[src/rtl/bwm_arb_pkg.sv]
package bwm_arb_pkg;
  localparam int unsigned NUM_CLS = 4;
  localparam int unsigned PRIO_W  = 3;
  localparam int unsigned WAIT_W  = 8;

  // grant bit positions, also the fixed class order
  localparam int unsigned IDX_GLB = 0;
  localparam int unsigned IDX_CPU = 1;
  localparam int unsigned IDX_DMA = 2;
  localparam int unsigned IDX_USR = 3;

  // index of the two actively arbitrated requestors in the counter array
  localparam int unsigned CD_CPU = 0;
  localparam int unsigned CD_DMA = 1;
  localparam int unsigned NUM_CD = 2;

  typedef logic [NUM_CLS-1:0] gnt_t;
endpackage

[src/rtl/bwm_wait_cnt.sv]
module bwm_wait_cnt #(
  parameter int unsigned WAIT_W = 8
) (
  input  logic              clk_i,
  input  logic              rst_ni,
  input  logic              req_i,
  input  logic              win_i,
  input  logic [WAIT_W-1:0] maxwait_i,
  output logic              sat_o
);
  logic [WAIT_W-1:0] cnt_q, cnt_d;
  logic              en;

  assign en    = (maxwait_i != '0);
  assign sat_o = en && (cnt_q >= maxwait_i);

  always_comb begin
    if (!req_i || win_i || !en) cnt_d = '0;
    else if (sat_o)             cnt_d = cnt_q;   // hold, never wrap
    else                        cnt_d = cnt_q + 1'b1;
  end

  always_ff @(posedge clk_i or negedge rst_ni) begin
    if (!rst_ni) cnt_q <= '0;
    else         cnt_q <= cnt_d;
  end

  AST_CNT_HOLD: assert property (@(posedge clk_i) disable iff (!rst_ni)
    (req_i && !win_i && sat_o) |=> (cnt_q == $past(cnt_q)));

  AST_CNT_CLEAR: assert property (@(posedge clk_i) disable iff (!rst_ni)
    (!req_i || win_i) |=> (cnt_q == '0));

  AST_CNT_STEP: assert property (@(posedge clk_i) disable iff (!rst_ni)
    (req_i && !win_i && en && !sat_o) |=> (cnt_q == $past(cnt_q) + 1'b1));
endmodule

[src/rtl/bwm_cd_pick.sv]
module bwm_cd_pick #(
  parameter int unsigned PRIO_W = 3
) (
  input  logic              cpu_req_i,
  input  logic              dma_req_i,
  input  logic              cpu_sat_i,
  input  logic              dma_sat_i,
  input  logic [PRIO_W-1:0] cpu_prio_i,
  input  logic [PRIO_W-1:0] dma_prio_i,
  input  logic              last_dma_i,
  output logic              cpu_win_o,
  output logic              dma_win_o,
  output logic              forced_o
);
  always_comb begin
    cpu_win_o = 1'b0;
    dma_win_o = 1'b0;
    if (cpu_req_i && dma_req_i) begin
      if (cpu_sat_i && dma_sat_i) begin
        if (last_dma_i) cpu_win_o = 1'b1;
        else            dma_win_o = 1'b1;
      end else if (cpu_sat_i) begin
        cpu_win_o = 1'b1;
      end else if (dma_sat_i) begin
        dma_win_o = 1'b1;
      end else if (dma_prio_i <= cpu_prio_i) begin
        dma_win_o = 1'b1;  // tie goes to DMA
      end else begin
        cpu_win_o = 1'b1;
      end
    end else if (cpu_req_i) begin
      cpu_win_o = 1'b1;
    end else if (dma_req_i) begin
      dma_win_o = 1'b1;
    end
  end

  // contested forced slot: the winner was forced against a live competitor
  assign forced_o = (cpu_win_o && cpu_sat_i && dma_req_i) ||
                    (dma_win_o && dma_sat_i && cpu_req_i);

  always_comb begin
    assert (!(cpu_win_o && dma_win_o));
  end
endmodule

[src/rtl/bwm_port_arb.sv]
module bwm_port_arb
  import bwm_arb_pkg::*;
#(
  parameter int unsigned P_W = PRIO_W,
  parameter int unsigned M_W = WAIT_W
) (
  input  logic           clk_i,
  input  logic           rst_ni,
  input  logic           glb_req_i,
  input  logic           cpu_req_i,
  input  logic           dma_req_i,
  input  logic           usr_req_i,
  input  logic [P_W-1:0] cpu_prio_i,
  input  logic [P_W-1:0] dma_prio_i,
  input  logic [M_W-1:0] cpu_maxwait_i,
  input  logic [M_W-1:0] dma_maxwait_i,
  output logic [3:0]     gnt_o
);
  logic [NUM_CD-1:0] cd_req, cd_win, cd_sat;
  logic [M_W-1:0]    cd_maxwait [NUM_CD];
  logic              cpu_win, dma_win, forced;
  logic              last_dma_q;
  gnt_t              gnt_d, gnt_q;

  assign cd_req[CD_CPU]     = cpu_req_i;
  assign cd_req[CD_DMA]     = dma_req_i;
  assign cd_maxwait[CD_CPU] = cpu_maxwait_i;
  assign cd_maxwait[CD_DMA] = dma_maxwait_i;
  assign cd_win[CD_CPU]     = cpu_win;
  assign cd_win[CD_DMA]     = dma_win;

  for (genvar i = 0; i < NUM_CD; i++) begin : g_wait
    bwm_wait_cnt #(.WAIT_W(M_W)) u_cnt (
      .clk_i     (clk_i),
      .rst_ni    (rst_ni),
      .req_i     (cd_req[i]),
      .win_i     (cd_win[i]),
      .maxwait_i (cd_maxwait[i]),
      .sat_o     (cd_sat[i])
    );
  end

  // global coherence masks the active pair entirely
  bwm_cd_pick #(.PRIO_W(P_W)) u_pick (
    .cpu_req_i  (cpu_req_i && !glb_req_i),
    .dma_req_i  (dma_req_i && !glb_req_i),
    .cpu_sat_i  (cd_sat[CD_CPU]),
    .dma_sat_i  (cd_sat[CD_DMA]),
    .cpu_prio_i (cpu_prio_i),
    .dma_prio_i (dma_prio_i),
    .last_dma_i (last_dma_q),
    .cpu_win_o  (cpu_win),
    .dma_win_o  (dma_win),
    .forced_o   (forced)
  );

  always_comb begin
    gnt_d = '0;
    if (glb_req_i)      gnt_d[IDX_GLB] = 1'b1;
    else if (cpu_win)   gnt_d[IDX_CPU] = 1'b1;
    else if (dma_win)   gnt_d[IDX_DMA] = 1'b1;
    else if (usr_req_i) gnt_d[IDX_USR] = 1'b1;
  end

  always_ff @(posedge clk_i or negedge rst_ni) begin
    if (!rst_ni) begin
      gnt_q      <= '0;
      last_dma_q <= 1'b0;  // first forced tie goes to DMA
    end else begin
      gnt_q <= gnt_d;
      if (forced) last_dma_q <= dma_win;
    end
  end

  assign gnt_o = gnt_q;

  AST_GNT_ONEHOT: assert property (@(posedge clk_i) disable iff (!rst_ni)
    $onehot0(gnt_q));

  AST_IDLE_NO_GNT: assert property (@(posedge clk_i) disable iff (!rst_ni)
    !(glb_req_i || cpu_req_i || dma_req_i || usr_req_i) |=> (gnt_q == '0));

  AST_GLB_WINS: assert property (@(posedge clk_i) disable iff (!rst_ni)
    glb_req_i |=> gnt_q[IDX_GLB]);

  AST_USR_LAST: assert property (@(posedge clk_i) disable iff (!rst_ni)
    (usr_req_i && (glb_req_i || cpu_req_i || dma_req_i)) |=> !gnt_q[IDX_USR]);

  AST_CPU_FORCED: assert property (@(posedge clk_i) disable iff (!rst_ni)
    (!glb_req_i && cpu_req_i && cd_sat[CD_CPU] && !(dma_req_i && cd_sat[CD_DMA]))
      |=> gnt_q[IDX_CPU]);

  AST_DMA_FORCED: assert property (@(posedge clk_i) disable iff (!rst_ni)
    (!glb_req_i && dma_req_i && cd_sat[CD_DMA] && !(cpu_req_i && cd_sat[CD_CPU]))
      |=> gnt_q[IDX_DMA]);

  AST_TIE_ALTERNATE: assert property (@(posedge clk_i) disable iff (!rst_ni)
    (!glb_req_i && cpu_req_i && dma_req_i && (&cd_sat))
      |=> (gnt_q[IDX_CPU] == $past(last_dma_q)));
endmodule

[config.mk]
export PLATFORM = sky130hd
export DESIGN_NAME = bwm_port_arb
export DESIGN_NICKNAME = d
export VERILOG_FILES = /design/src/rtl/bwm_arb_pkg.sv /design/src/rtl/bwm_wait_cnt.sv /design/src/rtl/bwm_cd_pick.sv /design/src/rtl/bwm_port_arb.sv
export SDC_FILE = /design/constraint.sdc
export NUM_CORES = 1
export LEC_CHECK = 0
export BUFFER_PORTS_ARGS = -buffer_cell sky130_fd_sc_hd__buf_4
export CAP_MARGIN = 20
export CORE_MARGIN = 4
export CORE_UTILIZATION = 55
export DETAILED_ROUTE_END_ITERATION = 10
export GPL_TIMING_DRIVEN = 0
export MAX_ROUTING_LAYER = met4
export PLACE_DENSITY_LB_ADDON = 0.25
export SLEW_MARGIN = 20
export SYNTH_ARGS = -nofsm -noshare
export SYNTH_HDL_FRONTEND = slang
export SYNTH_HIERARCHICAL = 1
export SYNTH_SLANG_ARGS = --single-unit
[constraint.sdc]
create_clock -name clk_i -period 4.2 [get_ports clk_i]
set_clock_uncertainty 0.05 [all_clocks]
set_input_delay 0.42 -clock clk_i [delete_from_list [all_inputs] [get_ports clk_i]]
set_output_delay 0.42 -clock clk_i [all_outputs]
set_load 0.01 [all_outputs]
==> impl_metrics.toml <==
[run_status]
outcome = "completed"

[clock_tree]
cts-htree-levels = 1
cts_root_buffer = "clkbuf_4"
cts_tree = "done"
path_clk_slew_ns = 0.10
cts_buffer_depth = 2
cts_inserted_buffers = 3
cts_setup_buffers = 0
clock_sinks = 21
clock_latency_ns = 0.29

[global_routing]
grt_max_degree = 22
antenna_found_initial = 0
track_usage_pct = 20.0
gr-total-overflow = 0
grt_pass1_wl_mm = 6.39
first_global_vias = 1559

[synthesis]
ys_seq_area_share_pct = 32.2
synth_nets = 226
synth_cells = 177
netlist_top_cells_count = "dfrtp_1 (21), ha_1 (21), inv_1 (21)"
ys.warnings.count = 6
async_reset_ff_share_pct = 100
ys_ff_latch = 21
yosysTopAreaCellShare_pct = 32.2
synth_cell_types = 32
synth_edf_count = 0
syn_avg_cell_area_um2 = 9.21
synth_ff_type = "dfrtp_1"
yosys-top-cells-area = "dfrtp_1 (32%), ha_1 (16%), inv_1 (4.8%)"
syn_area_um2 = 1630
synth_top_area_cell = "dfrtp_1"

[worst_setup_path]
cp-start-kind = "flip-flop"
critPathCaptureType = "flip-flop"
cp_max_fo = 7
cp.required_ns = 4.32
crit_arrival_ns = 3.20
cp.buffers_inverters = 0
reg2reg_slack_ns = 1.12
critical_path_class = "flip-flop to flip-flop"
cp_slowest_stage_delay_ns = 0.56
crit_slowest_cell = "o31ai_1"
crit_path_frequent_cell = "nor2_1"
timing.rr.end = "g_wait[0].u_cnt/cnt_q[0]$_DFFE_PN0P_"
crit_path_cell_trace = "ha_1, or4_4, a21oi_2, o31a_2, nor2_1, nand2b_1, o31ai_1, nor2b_1, o21ai_1, nor2_1"
crit_family = "compound AO/OA/AOI/OAI gates"
r2r_start = "g_wait[1].u_cnt/cnt_q[2]$_DFFE_PN0P_"
reg2regPathDepth = 10

[min_path]
hold_start = "glb_req_i"
worstHoldPathType = "input port to flip-flop"
hold_end = "gnt_o[0]$_DFF_PN0_"
hold_path_depth = 1

[die]
die-area_um2 = 3900
ios = 32
start_util_pct = 58.1
std_cell_rows = 19
die_height_um = 62.4
core_area_um2 = 2810
die_x_um = 62.4

[sta]
hold_viol_final = 0
setup_slack_ns = 1.12
timing.final.crit_period_ns = 3.08
setup_viol = 0
timing.slew.headroom_pct = 58.4
clock.fmax_mhz = 325
tightest_slew_ns = 0.618
rsz0062_at_grt = "false"
fin_crit_sh_pct = 73.4
tns_ns = 0
slew_violations = 0

[detailed_routing]
ant_nets = 0
dr.pass1.iters = 4
finalWirelength_mm = 3.50
dr_total_vias = 1469
drtIter0Drc = 65
viasPerCell = 6.02
drc = 0
wire_per_inst_um = 14.4

[finish]
area_growth_pct = 18.9
n_fill_cell = 221
finalNetCount = 263
final_util_pct = 69.1
drive_gt1_share_pct = 25.8
layout.cells.non_filler = 244
insertedDiodeCount = 0

[power_and_ir_drop]
ir_drop_v = 0.000226
p_per_area_nw_per_um2 = 208
total_leakage_power_nw = 0.975
p_total_w = 0.000403
power_switching_w = 0.000108
comb_power_share_pct = 23.9
switching_share_pct = 26.8
internal_power_w = 0.000295
clkPwrFrac_pct = 22.7
p_seq_share_pct = 53.3

[job]
cap_violations = 0

[placed_design]
gp_congestion = 0.820
dp_hpwl_mm = 3.03
port_buffers = 31
dp_worst_setup_slack_ns = 1.02
dp_cells = 239
placed cells by master (no fill, tap or decap), drive strengths merged:
master / Yosys / routed
and3: 2 / 2
o21a: 2 / 2
a21o: 2 / 2
xnor2: 2 / 2
or3: 10 / 10
ha: 21 / 21
nand2b: 4 / 4
a21oi: 18 / 18
and2b: 3 / 3
o31a: 2 / 2
nor4b: 1 / 1
mux2: 1 / 1
nand2: 6 / 6
nor2: 7 / 7
or4: 10 / 10
dlygate4sd3: 0 / 1
o311a: 1 / 1
nor2b: 6 / 6
o21ai: 12 / 12
o31ai: 8 / 8
inv: 21 / 21
clkbuf: 0 / 4
o211a: 1 / 1
a31oi: 1 / 1
nor3b: 1 / 1
dfrtp: 21 / 21
nand3: 12 / 12
buf: 2 / 33
worst max path at each step:
stage / endpoint / slack (ns) / from / depth (start not counted)
finish: g_wait[0].u_cnt/cnt_q[0]$_DFFE_PN0P_ / 1.12 / g_wait[1].u_cnt/cnt_q[2]$_DFFE_PN0P_ / 10
global route: g_wait[0].u_cnt/cnt_q[5]$_DFFE_PN0P_ / 0.86 / g_wait[1].u_cnt/cnt_q[3]$_DFFE_PN0P_ / 10
CTS: g_wait[0].u_cnt/cnt_q[7]$_DFFE_PN0P_ / 1.11 / g_wait[1].u_cnt/cnt_q[2]$_DFFE_PN0P_ / 10
detailed placement: g_wait[0].u_cnt/cnt_q[0]$_DFFE_PN0P_ / 1.02 / dma_maxwait_i[1] / 12
global placement: g_wait[0].u_cnt/cnt_q[0]$_DFFE_PN0P_ / 1.17 / dma_maxwait_i[1] / 12
floorplan: g_wait[0].u_cnt/cnt_q[0]$_DFFE_PN0P_ / 1.57 / dma_maxwait_i[1] / 11
sequential cells by signal (all words and copies together), names as in the netlist:
| name | flops |
|---|---|
| last_dma_q | 1 |
| gnt_o | 4 |
| g_wait.u_cnt/cnt_q | 16 |
cells by family (layout without fill, tap and decap cells):
family	count (synthesis)	in the layout	synth area share (%)
buffers and inverters	23	59	5.45
XOR/XNOR	2	2	1.07
multiplexers	1	1	0.691
AO/OA/AOI/OAI	47	47	20.8
adder cells (fa/ha/maj)	21	21	16.1
flip-flops	21	21	32.2
AND/OR/NAND/NOR	62	62	23.6
cell type report:
type / instances / area (um2) / share of cell area [%]
buffer: 2 / 10.0 / 0.516
clock buffer: 4 / 26.3 / 1.36
inverter: 21 / 78.8 / 4.07
multi-input combinational: 133 / 1020 / 52.4
sequential: 21 / 526 / 27.1
tap: 31 / 38.8 / 2.00
timing repair buffer: 32 / 243 / 12.5
power by group through the flow:
stage          Sequential, W   Clock, W  Combinational (W)
6_report            0.000215  0.0000917          0.0000965
5_1_grt             0.000216   0.000106           0.000109
4_1_cts             0.000215  0.0000964          0.0000977
3_5_place_dp        0.000219          0          0.0000965
3_3_place_gp        0.000219          0          0.0000897
2_1_floorplan       0.000219          0          0.0000544
metrics by stage:
step                hold WS (ns)  instance area [um2]
global placement           0.260                 1900
CTS                        0.215                 1940
global route               0.210                 1940
detailed placement         0.261                 1900
floorplan                 0.0744                 1630
finish                     0.224                 1940
metal layers:
| layer | global-route usage (%) | vias to the layer above | share of wire [%] |
|---|---|---|---|
| met5 | - | - | 0 |
| met1 | 23.6 | 696 | 42 |
| met2 | 35.0 | 47 | 51 |
| li1 | - | 718 | - |
| met4 | 3.31 | 0 | 1.9 |
| met3 | 4.68 | 8 | 4.8 |
what timing repair did:
item,in CTS,in global routing
hold endpoints to repair,21,0
gates resized for setup,0,0
hold buffers,1,0
No activity file was read; power rests on OpenSTA's default activity.
